$ cat config.mk
export PLATFORM = sky130hd
export DESIGN_NAME = i2c_alias_remap
export DESIGN_NICKNAME = d
export VERILOG_FILES = /design/src/rtl/alias_remap_pkg.sv /design/src/rtl/alias_cfg_regs.sv /design/src/rtl/alias_addr_match.sv /design/src/rtl/alias_fwd_stage.sv /design/src/rtl/i2c_alias_remap.sv
export SDC_FILE = /design/constraint.sdc
export NUM_CORES = 1
export LEC_CHECK = 0
export ABC_AREA = 1
export BUFFER_PORTS_ARGS = -buffer_cell sky130_fd_sc_hd__buf_2
export CAP_MARGIN = 20
export CORE_UTILIZATION = 30
export DETAILED_ROUTE_END_ITERATION = 6
export SYNTH_ARGS = -nofsm -noshare
export SYNTH_HDL_FRONTEND = slang
export SYNTH_SLANG_ARGS = --single-unit
export TNS_END_PERCENT = 100
$ cat constraint.sdc
create_clock -name clk -period 1.54 [get_ports clk]
set_clock_uncertainty 0.1 [all_clocks]
set_input_delay 0.154 -clock clk [delete_from_list [all_inputs] [get_ports clk]]
set_output_delay 0.154 -clock clk [all_outputs]
set_load 0.01 [all_outputs]
$ cat src/rtl/alias_remap_pkg.sv
package alias_remap_pkg;
    typedef enum logic [1:0] {
        SEL_DEV   = 2'd0,
        SEL_PHYS  = 2'd1,
        SEL_ALIAS = 2'd2,
        SEL_NONE  = 2'd3
    } cfg_sel_e;
endpackage

$ cat src/rtl/alias_cfg_regs.sv
module alias_cfg_regs
    import alias_remap_pkg::*;
#(
    parameter int AW = 7
) (
    input  logic          clk,
    input  logic          rst_n,
    input  logic          wr_en,
    input  logic [1:0]    sel,
    input  logic [AW:0]   wdata,
    input  logic          link_lock,
    input  logic [AW-1:0] link_id,
    output logic [AW-1:0] dev_id,
    output logic          dev_frz,
    output logic [AW-1:0] phys_id,
    output logic [AW-1:0] alias_id,
    output logic          lock_q,
    output logic [AW:0]   rdata
);
    typedef struct packed {
        logic [AW-1:0] dev;
        logic          frz;
        logic [AW-1:0] phys;
        logic [AW-1:0] ali;
        logic          lock;
    } regs_t;

    regs_t    st_d, st_q;
    cfg_sel_e sel_e;
    logic     load_edge;

    assign sel_e = cfg_sel_e'(sel);

    always_comb begin
        st_d      = st_q;
        st_d.lock = link_lock;
        load_edge = link_lock && !st_q.lock && !st_q.frz;
        if (load_edge) begin
            st_d.dev = link_id;
        end
        // the software write is applied last so it overrides a same-cycle load
        if (wr_en) begin
            unique case (sel_e)
                SEL_DEV: begin
                    st_d.dev = wdata[AW:1];
                    st_d.frz = wdata[0];
                end
                SEL_PHYS:  st_d.phys = wdata[AW:1];
                SEL_ALIAS: st_d.ali  = wdata[AW:1];
                default: ;
            endcase
        end
    end

    always_ff @(posedge clk or negedge rst_n) begin
        if (!rst_n) begin
            st_q <= '0;
        end else begin
            st_q <= st_d;
        end
    end

    always_comb begin
        unique case (sel_e)
            SEL_DEV:   rdata = {st_q.dev, st_q.frz};
            SEL_PHYS:  rdata = {st_q.phys, 1'b0};
            SEL_ALIAS: rdata = {st_q.ali, 1'b0};
            default:   rdata = '0;
        endcase
    end

    assign dev_id   = st_q.dev;
    assign dev_frz  = st_q.frz;
    assign phys_id  = st_q.phys;
    assign alias_id = st_q.ali;
    assign lock_q   = st_q.lock;
endmodule

$ cat src/rtl/alias_addr_match.sv
module alias_addr_match #(
    parameter int AW = 7
) (
    input  logic [AW-1:0] addr,
    input  logic [AW-1:0] dev_id,
    input  logic [AW-1:0] alias_id,
    output logic          dev_hit,
    output logic          alias_hit
);
    localparam int NT = 2;

    logic [NT-1:0][AW-1:0] ids;
    logic [NT-1:0]         raw;

    assign ids[0] = dev_id;
    assign ids[1] = alias_id;

    for (genvar g = 0; g < NT; g++) begin : g_cmp
        // a zero entry is switched off
        assign raw[g] = (ids[g] != '0) && (ids[g] == addr);
    end

    assign dev_hit   = raw[0];
    assign alias_hit = raw[1] && !raw[0];
endmodule

$ cat src/rtl/alias_fwd_stage.sv
module alias_fwd_stage #(
    parameter int AW = 7
) (
    input  logic          clk,
    input  logic          rst_n,
    input  logic          addr_valid,
    input  logic [AW:0]   addr_byte,
    input  logic          dev_hit,
    input  logic          alias_hit,
    input  logic [AW-1:0] phys_id,
    output logic          fwd_valid,
    output logic [AW-1:0] fwd_addr,
    output logic          fwd_rw,
    output logic          fwd_to_dev
);
    typedef struct packed {
        logic          vld;
        logic [AW-1:0] addr;
        logic          rw;
        logic          to_dev;
    } fwd_t;

    fwd_t fw_d, fw_q;

    always_comb begin
        fw_d     = fw_q;
        fw_d.vld = addr_valid && (dev_hit || alias_hit);
        if (addr_valid) begin
            fw_d.addr   = dev_hit ? addr_byte[AW:1] : phys_id;
            fw_d.rw     = addr_byte[0];
            fw_d.to_dev = dev_hit;
        end
    end

    always_ff @(posedge clk or negedge rst_n) begin
        if (!rst_n) begin
            fw_q <= '0;
        end else begin
            fw_q <= fw_d;
        end
    end

    assign fwd_valid  = fw_q.vld;
    assign fwd_addr   = fw_q.addr;
    assign fwd_rw     = fw_q.rw;
    assign fwd_to_dev = fw_q.to_dev;
endmodule

$ cat src/rtl/i2c_alias_remap.sv
module i2c_alias_remap #(
    parameter int AW = 7
) (
    input  logic          clk,
    input  logic          rst_n,
    input  logic          cfg_wr_en,
    input  logic [1:0]    cfg_sel,
    input  logic [AW:0]   cfg_wdata,
    output logic [AW:0]   cfg_rdata,
    input  logic          link_lock,
    input  logic [AW-1:0] link_dev_id,
    input  logic          addr_valid,
    input  logic [AW:0]   addr_byte,
    output logic          fwd_valid,
    output logic [AW-1:0] fwd_addr,
    output logic          fwd_rw,
    output logic          fwd_to_dev
);
    logic [AW-1:0] dev_id, phys_id, alias_id;
    logic          dev_frz, lock_q;
    logic          dev_hit, alias_hit;

    alias_cfg_regs #(.AW(AW)) u_regs (
        .clk      (clk),
        .rst_n    (rst_n),
        .wr_en    (cfg_wr_en),
        .sel      (cfg_sel),
        .wdata    (cfg_wdata),
        .link_lock(link_lock),
        .link_id  (link_dev_id),
        .dev_id   (dev_id),
        .dev_frz  (dev_frz),
        .phys_id  (phys_id),
        .alias_id (alias_id),
        .lock_q   (lock_q),
        .rdata    (cfg_rdata)
    );

    alias_addr_match #(.AW(AW)) u_match (
        .addr     (addr_byte[AW:1]),
        .dev_id   (dev_id),
        .alias_id (alias_id),
        .dev_hit  (dev_hit),
        .alias_hit(alias_hit)
    );

    alias_fwd_stage #(.AW(AW)) u_fwd (
        .clk       (clk),
        .rst_n     (rst_n),
        .addr_valid(addr_valid),
        .addr_byte (addr_byte),
        .dev_hit   (dev_hit),
        .alias_hit (alias_hit),
        .phys_id   (phys_id),
        .fwd_valid (fwd_valid),
        .fwd_addr  (fwd_addr),
        .fwd_rw    (fwd_rw),
        .fwd_to_dev(fwd_to_dev)
    );
endmodule

==> results.yml, run 1 <==
detailed_routing:
  wl_per_cell_um: 13.41
  drtAntennaViolNets: 0
  vias: 1729
  vias_per_cell: 4.737
  drc: 0
  wl_um: 4894
  first_iter_violations: 119
  dr.pass1.iters: 4
floorplan:
  die_area_um2: 6366
  die_w_um: 79.79
  die_h_um: 79.79
  num_rows: 27
  initial_core_util: 0.3199
  io_pins: 48
  coreArea_um2: 5675
global_routing:
  grt_max_degree: 34
  track_usage: 0.1667
  grt_first_pass_wirelength_um: 7776
  grt_pass1_vias: 1565
  antenna_found_initial: 0
  grt.overflow.total: 0
synthesis:
  synthXorXnorAreaFrac: 0.01447
  synth_top_area_frac: 0.4549
  synthTopCellsByCount: "78 x nand2_1, 33 x dfrtp_1, 27 x inv_1, 19 x nand3_1, 17 x o21ai_0"
  synthAdderAreaFrac: 0
  synth_compound_area_frac: 0.1365
  seq_area_frac_synth: 0.4549
  netlist_area_um2: 1815
  async_reset_ff_frac: 1.000
  yosys-mux-area-fraction: 0
  yosys_most_used_dff: "dfrtp_1"
  synth_top_family_by_area: "simple AND/OR/NAND/NOR gates"
  synth_area_leaders: "dfrtp_1 45%, nand2_1 16%, inv_1 5.6%"
  synth-edff-count: 0
  syn_area_per_cell_um2: 7.693
  yosys.cell_types.count: 28
  synthCells: 236
  synth_area_leader_cell: "dfrtp_1"
  ys_ff_latch: 33
  syn_nets: 266
  yosysMostFrequentCell: "nand2_1"
  synth-simple-area-share: 0.3053
  yosysWarningCount: 0
final_layout:
  nNetsFinal: 322
  multiInputGateArea_um2: 828.3
  seq_area_um2: 825.8
  antenna_cells: 0
  fillers: 607
  area_delta_synth_final_pct: 25.84
  drive_above_1_share: 0.2628
critical_path:
  cp_slowest_stage_delay_ns: 0.37
  start_kind: "flip-flop"
  worstPathCellList: "inv_1 > o221ai_1 > buf_2"
  crit_slowest_cell: "dfrtp_1"
  path_class: "reg2out"
  end_kind: "output port"
  cp_data_arrival_time_ns: 1.19
  critPathRequiredTime_ns: 1.29
  path_max_fanout: 3
cts:
  clock-root-buffer: "clkbuf_8"
  clockBufferDepth: 2
  cts_sinks: 33
  cts-buffers-inserted: 5
  postCtsSetupBuffers: 0
  clk_latency_ns: 0.28
  htreeDepth: 2
  cts_tree: "built"
  clkTransAtPathRegs_ns: 0.07
sta:
  fmax_mhz: 693.3
  hold_viol: 0
  setup_violations: 0
  drv_slew: 0
  period_share: 0.9366
  tightest_slew_ns: 0.4751
  setup_tns_ns: 0
  fin_crit_ns: 1.442
  max-slew-margin-rel: 0.6825
  rsz0062_at_grt: "false"
worst_hold_path:
  hold_path_class: "in2reg"
power_and_ir_drop:
  leakage_nw: 1.255
  p_total_mw: 2.672
  combPwrFrac: 0.268
  pwr-share-seq: 0.417
  clkPwrFrac: 0.314
  p_sw_frac: 0.3215
  intPower_mw: 1.813
  power.net_switching_mw: 0.8591
  powerDensity_nw_per_um2: 1170
  ir_worst_vdd_mv: 0.5830
placement:
  portBuffers: 47
  dpl.hpwl_um: 3764
  globalplace.congestion: 0.9050
job:
  cap_violations: 0
outcome:
  status: "complete, no violations"
metal layers:
| layer | up-vias | share of wire | routed length, µm | global-route usage |
|---|---|---|---|---|
| met2 | 87 | 0.43 | 2128 | 0.2607 |
| met3 | 8 | 0.089 | 435 | 0.03543 |
| met4 | 0 | 0.018 | 87 | 0.05893 |
| met1 | 759 | 0.46 | 2241 | 0.2263 |
| met5 | - | 0 | 0 | 0 |
| li1 | 875 | - | - | - |
kinds of logic after synthesis:
group	after synthesis
AO/OA/AOI/OAI	40
AND/OR/NAND/NOR	121
buffers and inverters	39
flip-flops	33
XOR/XNOR	3
stage by stage:
step | instances | hold slack [ns] | setup WS [ns] | utilization | area, µm²
floorplan | 236 | -0.2416 | 0.2859 | - | 1815
global placement | 354 | 0.1064 | 0.1170 | 0.3768 | 2138
detailed placement | 354 | 0.1135 | 0.1087 | 0.3768 | 2138
CTS | 365 | 0.02019 | 0.08532 | 0.4026 | 2285
global route | 365 | 0.02680 | 0.03061 | 0.4026 | 2285
finish | 365 | 0.02340 | 0.09757 | 0.4026 | 2285
area by class of cell:
class                      count  share of cell area
clock inverter                 1             0.01314
sequential                    33              0.3614
multi-input combinational    164              0.3625
inverter                      34             0.05641
timing repair buffer          54              0.1292
tap                           72             0.03943
clock buffer                   7             0.03779
what timing repair did:
item                                    in CTS  in global routing
gates resized for setup                      0                  1
endpoints found under the setup margin       0                  3
hold buffers                                 3                  0
endpoints found under the hold margin       35                  0
critical path, delay by kind of cell (launching register included):
kind | cells | cell delay [ns]
compound gates | 1 | 0.26
flops | 1 | 0.37
buf+inv | 2 | 0.27
sequential cells by signal (all words and copies together) (netlist names):
name	flops
u_fwd.fwd_addr	7
u_regs.dev_frz	1
u_fwd.fwd_to_dev	1
u_fwd.fwd_rw	1
u_fwd.fwd_valid	1
u_regs.lock_q	1
u_regs.phys_id	7
u_regs.dev_id	7
u_regs.alias_id	7
power groups by stage:
stage                     Clock [mW]  Sequential (mW)  Combinational (mW)
final                          0.840             1.11               0.717
after floorplan                    0             1.13               0.449
after CTS                      0.862             1.11               0.723
after global placement             0             1.12               0.710
after global routing           0.895             1.13               0.811
after detailed placement           0             1.13               0.715
layout by cell type (no fill, tap or decap), drive strengths merged:
cell,netlist,layout
a21oi,1,1
o22ai,1,1
nand3,20,20
o211ai,7,7
nor2,13,13
xnor2,1,1
bufinv,0,1
nand2,85,85
nand3b,1,1
dlygate4sd3,0,3
clkbuf,2,7
buf,3,51
o221ai,7,7
xor2,2,2
inv,32,32
o21ai,23,23
o31ai,1,1
clkinv,2,2
nor3,2,2
dfrtp,33,33
final timing paths:
path                                   startpoint           endpoint  slack [ns]  depth (start not counted)
max in group asynchronous                   rst_n  u_regs.phys_id[1]        0.71                          3
worst min register to register  u_fwd.fwd_addr[1]  u_fwd.fwd_addr[1]        0.38                          2
worst max-delay path             u_regs.dev_id[2]       cfg_rdata[3]         0.1                          3
min in group asynchronous                   rst_n    u_fwd.fwd_valid        0.33                          3
worst min-delay path               link_dev_id[5]   u_regs.dev_id[5]        0.02                          3
worst max register to register   u_regs.dev_id[4]  u_fwd.fwd_addr[5]        0.14                          9
Note: power is estimated with default switching activity, not from simulation.
==> run 2, diff against run 1 <==
--- a/config.mk
+++ b/config.mk
@@ -8,9 +8,11 @@
 export ABC_AREA = 1
 export BUFFER_PORTS_ARGS = -buffer_cell sky130_fd_sc_hd__buf_2
 export CAP_MARGIN = 20
+export CORE_MARGIN = 2
 export CORE_UTILIZATION = 30
 export DETAILED_ROUTE_END_ITERATION = 6
 export SYNTH_ARGS = -nofsm -noshare
 export SYNTH_HDL_FRONTEND = slang
+export SYNTH_HIERARCHICAL = 1
 export SYNTH_SLANG_ARGS = --single-unit
 export TNS_END_PERCENT = 100
==> run 2 against run 1 <==
Effect of this change:
- the flow now finishes with violations (DRC)
- synthesized cell count increased by 17%
- highest routed layer unchanged
- die area is 16% higher
- utilization shrank 0.51 points
- critical endpoint unchanged
==> results.yml, run 2 <==
global_routing:
  grt.overflow.total: 0
  grt_pass1_vias: 1762
  grt_max_degree: 34
  track_usage: 0.1472
  antenna_found_initial: 0
  grt_first_pass_wirelength_um: 8383
final_layout:
  drive_above_1_share: 0.2765
  seq_area_um2: 825.8
  fillers: 688
  area_delta_synth_final_pct: 26.87
  nNetsFinal: 369
  layout.cells.non_filler: 417
  final_common_cell: "nand2_1"
  fin_util: 0.3974
  antenna_cells: 0
  multiInputGateArea_um2: 935.9
  final_cell_mix: "101 x nand2_1, 49 x inv_1, 47 x buf_2"
sta:
  hold_viol: 0
  setup_violations: 0
  period_share: 0.9413
  tightest_slew_ns: 0.4209
  max-slew-margin-rel: 0.7194
  rsz0062_at_grt: "true"
  worst_slack_ns: 0.09043
  drv_slew: 0
  setup_tns_ns: 0
  fin_crit_ns: 1.450
  fmax_mhz: 689.9
placement:
  portBuffers: 47
  dpl_worst_slack_ns: 0.08697
  dp_cells: 398
  dpl.hpwl_um: 3941
  globalplace.congestion: 0.8232
critical_path:
  start_kind: "flip-flop"
  path_max_fanout: 4
  critPathRequiredTime_ns: 1.29
  r2r_cells: 11
  path_class: "reg2out"
  end_kind: "output port"
  cp_data_arrival_time_ns: 1.20
synthesis:
  netlist_area_um2: 2012
  synth_area_leader_cell: "dfrtp_1"
  yosysWarningCount: 6
  synthCells: 276
  synth-edff-count: 0
  yosys_most_used_dff: "dfrtp_1"
  yosys.cell_types.count: 24
  seq_area_frac_synth: 0.4104
  yosysMostFrequentCell: "nand2_1"
  synth_top_area_frac: 0.4104
  async_reset_ff_frac: 1.000
  syn_nets: 306
  ys_ff_latch: 33
  synth_area_leaders: "dfrtp_1 41%, nand2_1 19%, inv_1 9.1%"
  syn_area_per_cell_um2: 7.290
  synthTopCellsByCount: "101 x nand2_1, 49 x inv_1, 33 x dfrtp_1, 17 x nand3_1, 14 x o21ai_2"
worst_hold_path:
  hold_path_class: "in2reg"
  hold_depth: 3
power_and_ir_drop:
  leakage_nw: 1.448
  intPower_mw: 1.835
  p_sw_frac: 0.3247
  power.net_switching_mw: 0.8823
  ir_worst_vdd_mv: 0.3536
  powerDensity_nw_per_um2: 1064
  pwr-share-seq: 0.421
  combPwrFrac: 0.262
  clkPwrFrac: 0.317
floorplan:
  die_w_um: 85.89
  io_pins: 48
  initial_core_util: 0.3133
  die_area_um2: 7377
  die_h_um: 85.89
  num_rows: 29
  coreArea_um2: 6422
detailed_routing:
  drtAntennaViolNets: 0
  first_iter_violations: 94
  vias_per_cell: 4.477
  dr.pass1.iters: 7
  vias: 1867
  drc: 9
  wl_per_cell_um: 12.36
  wl_um: 5153
cts:
  cts_tree: "built"
  htreeDepth: 2
  clock-root-buffer: "clkbuf_8"
  clockBufferDepth: 2
  cts_sinks: 33
  cts-buffers-inserted: 5
  clkTransAtPathRegs_ns: 0.07
  clk_latency_ns: 0.29
outcome:
  status: "finished with violations"
  violations: "DRC"
job:
  cap_violations: 0
==> run 2: cell types whose count changed after synthesis, sizes merged, moves of 2 or more <==
cell | previous run | this run
nand2 | 85 | 110
inv | 32 | 54
o21ai | 23 | 15
nand4 | 0 | 7
o221ai | 7 | 0
xnor2 | 1 | 6
buf | 3 | 5
clkbuf | 2 | 0
nor2 | 13 | 15
==> run 2: final cells by class <==
cell class | count | area share
multi-input combinational | 183 | 0.3667
timing repair buffer | 61 | 0.1446
clock buffer | 7 | 0.03382
tap | 77 | 0.03775
clock inverter | 1 | 0.01176
inverter | 55 | 0.08186
sequential | 33 | 0.3235
==> run 2: repair_timing <==
item | 4_1_cts | 5_1_grt
buffers inserted | 0 | 1
endpoints found under the hold margin | 42 | 0
gates resized for setup | 0 | 3
setup endpoints to repair | 0 | 10
hold buffers | 10 | 0
==> run 2: cell families (layout without fill, tap and decap cells) <==
| kind of cell | count (synthesis) | after routing | synth area share |
|---|---|---|---|
| DFF | 33 | 33 | 0.4104 |
| and+or+nand+nor | 152 | 152 | 0.3358 |
| AOI/OAI and AO/OA | 23 | 23 | 0.09204 |
| buffers and inverters | 60 | 124 | 0.1269 |
| xor gates and xnor gates | 8 | 8 | 0.03483 |
==> run 2: routing by layer <==
layer / vias up / share of wire / wire length [µm] / GRT usage
li1: 965 / - / - / -
met1: 830 / 0.50 / 2572 / 0.2119
met2: 64 / 0.43 / 2198 / 0.2156
met3: 8 / 0.056 / 289 / 0.03946
met4: 0 / 0.018 / 93 / 0.04329
met5: - / 0 / 0 / 0
==> run 2: metrics by stage <==
stage	instance area, µm²	power [mW]	hold slack (ns)
after floorplan	2012	1.587	-0.2416
after global placement	2320	1.839	0.1121
after detailed placement	2320	1.850	0.1101
after CTS	2536	2.729	0.02791
after global routing	2552	2.889	0.04440
final	2552	2.717	0.04645
==> run 2: power by group through the flow <==
stage	sequential (mW)	clock [mW]	combinational [mW]
floorplan	1.14	0	0.447
global placement	1.16	0	0.684
detailed placement	1.16	0	0.689
CTS	1.15	0.871	0.712
global route	1.17	0.913	0.805
finish	1.14	0.862	0.712
==> run 2: final timing paths <==
| path | from | endpoint | slack, ns |
|---|---|---|---|
| max | u_regs/dev_id[2] | cfg_rdata[3] | 0.09 |
| min | cfg_wdata[5] | u_regs/dev_id[4] | 0.05 |
| max reg2reg | u_regs/dev_id[5] | u_fwd/fwd_addr[4] | 0.09 |
| min reg2reg | u_fwd/fwd_to_dev | u_fwd/fwd_to_dev | 0.37 |
| max in group asynchronous | rst_n | u_regs/lock_q | 0.71 |
| min in group asynchronous | rst_n | u_fwd/fwd_valid | 0.31 |
==> run 2: critical path, cell delays in order (launching register included) <==
cell,delay (ns)
dfrtp_1,0.42
inv_1,0.09
o211ai_1,0.23
buf_2,0.17
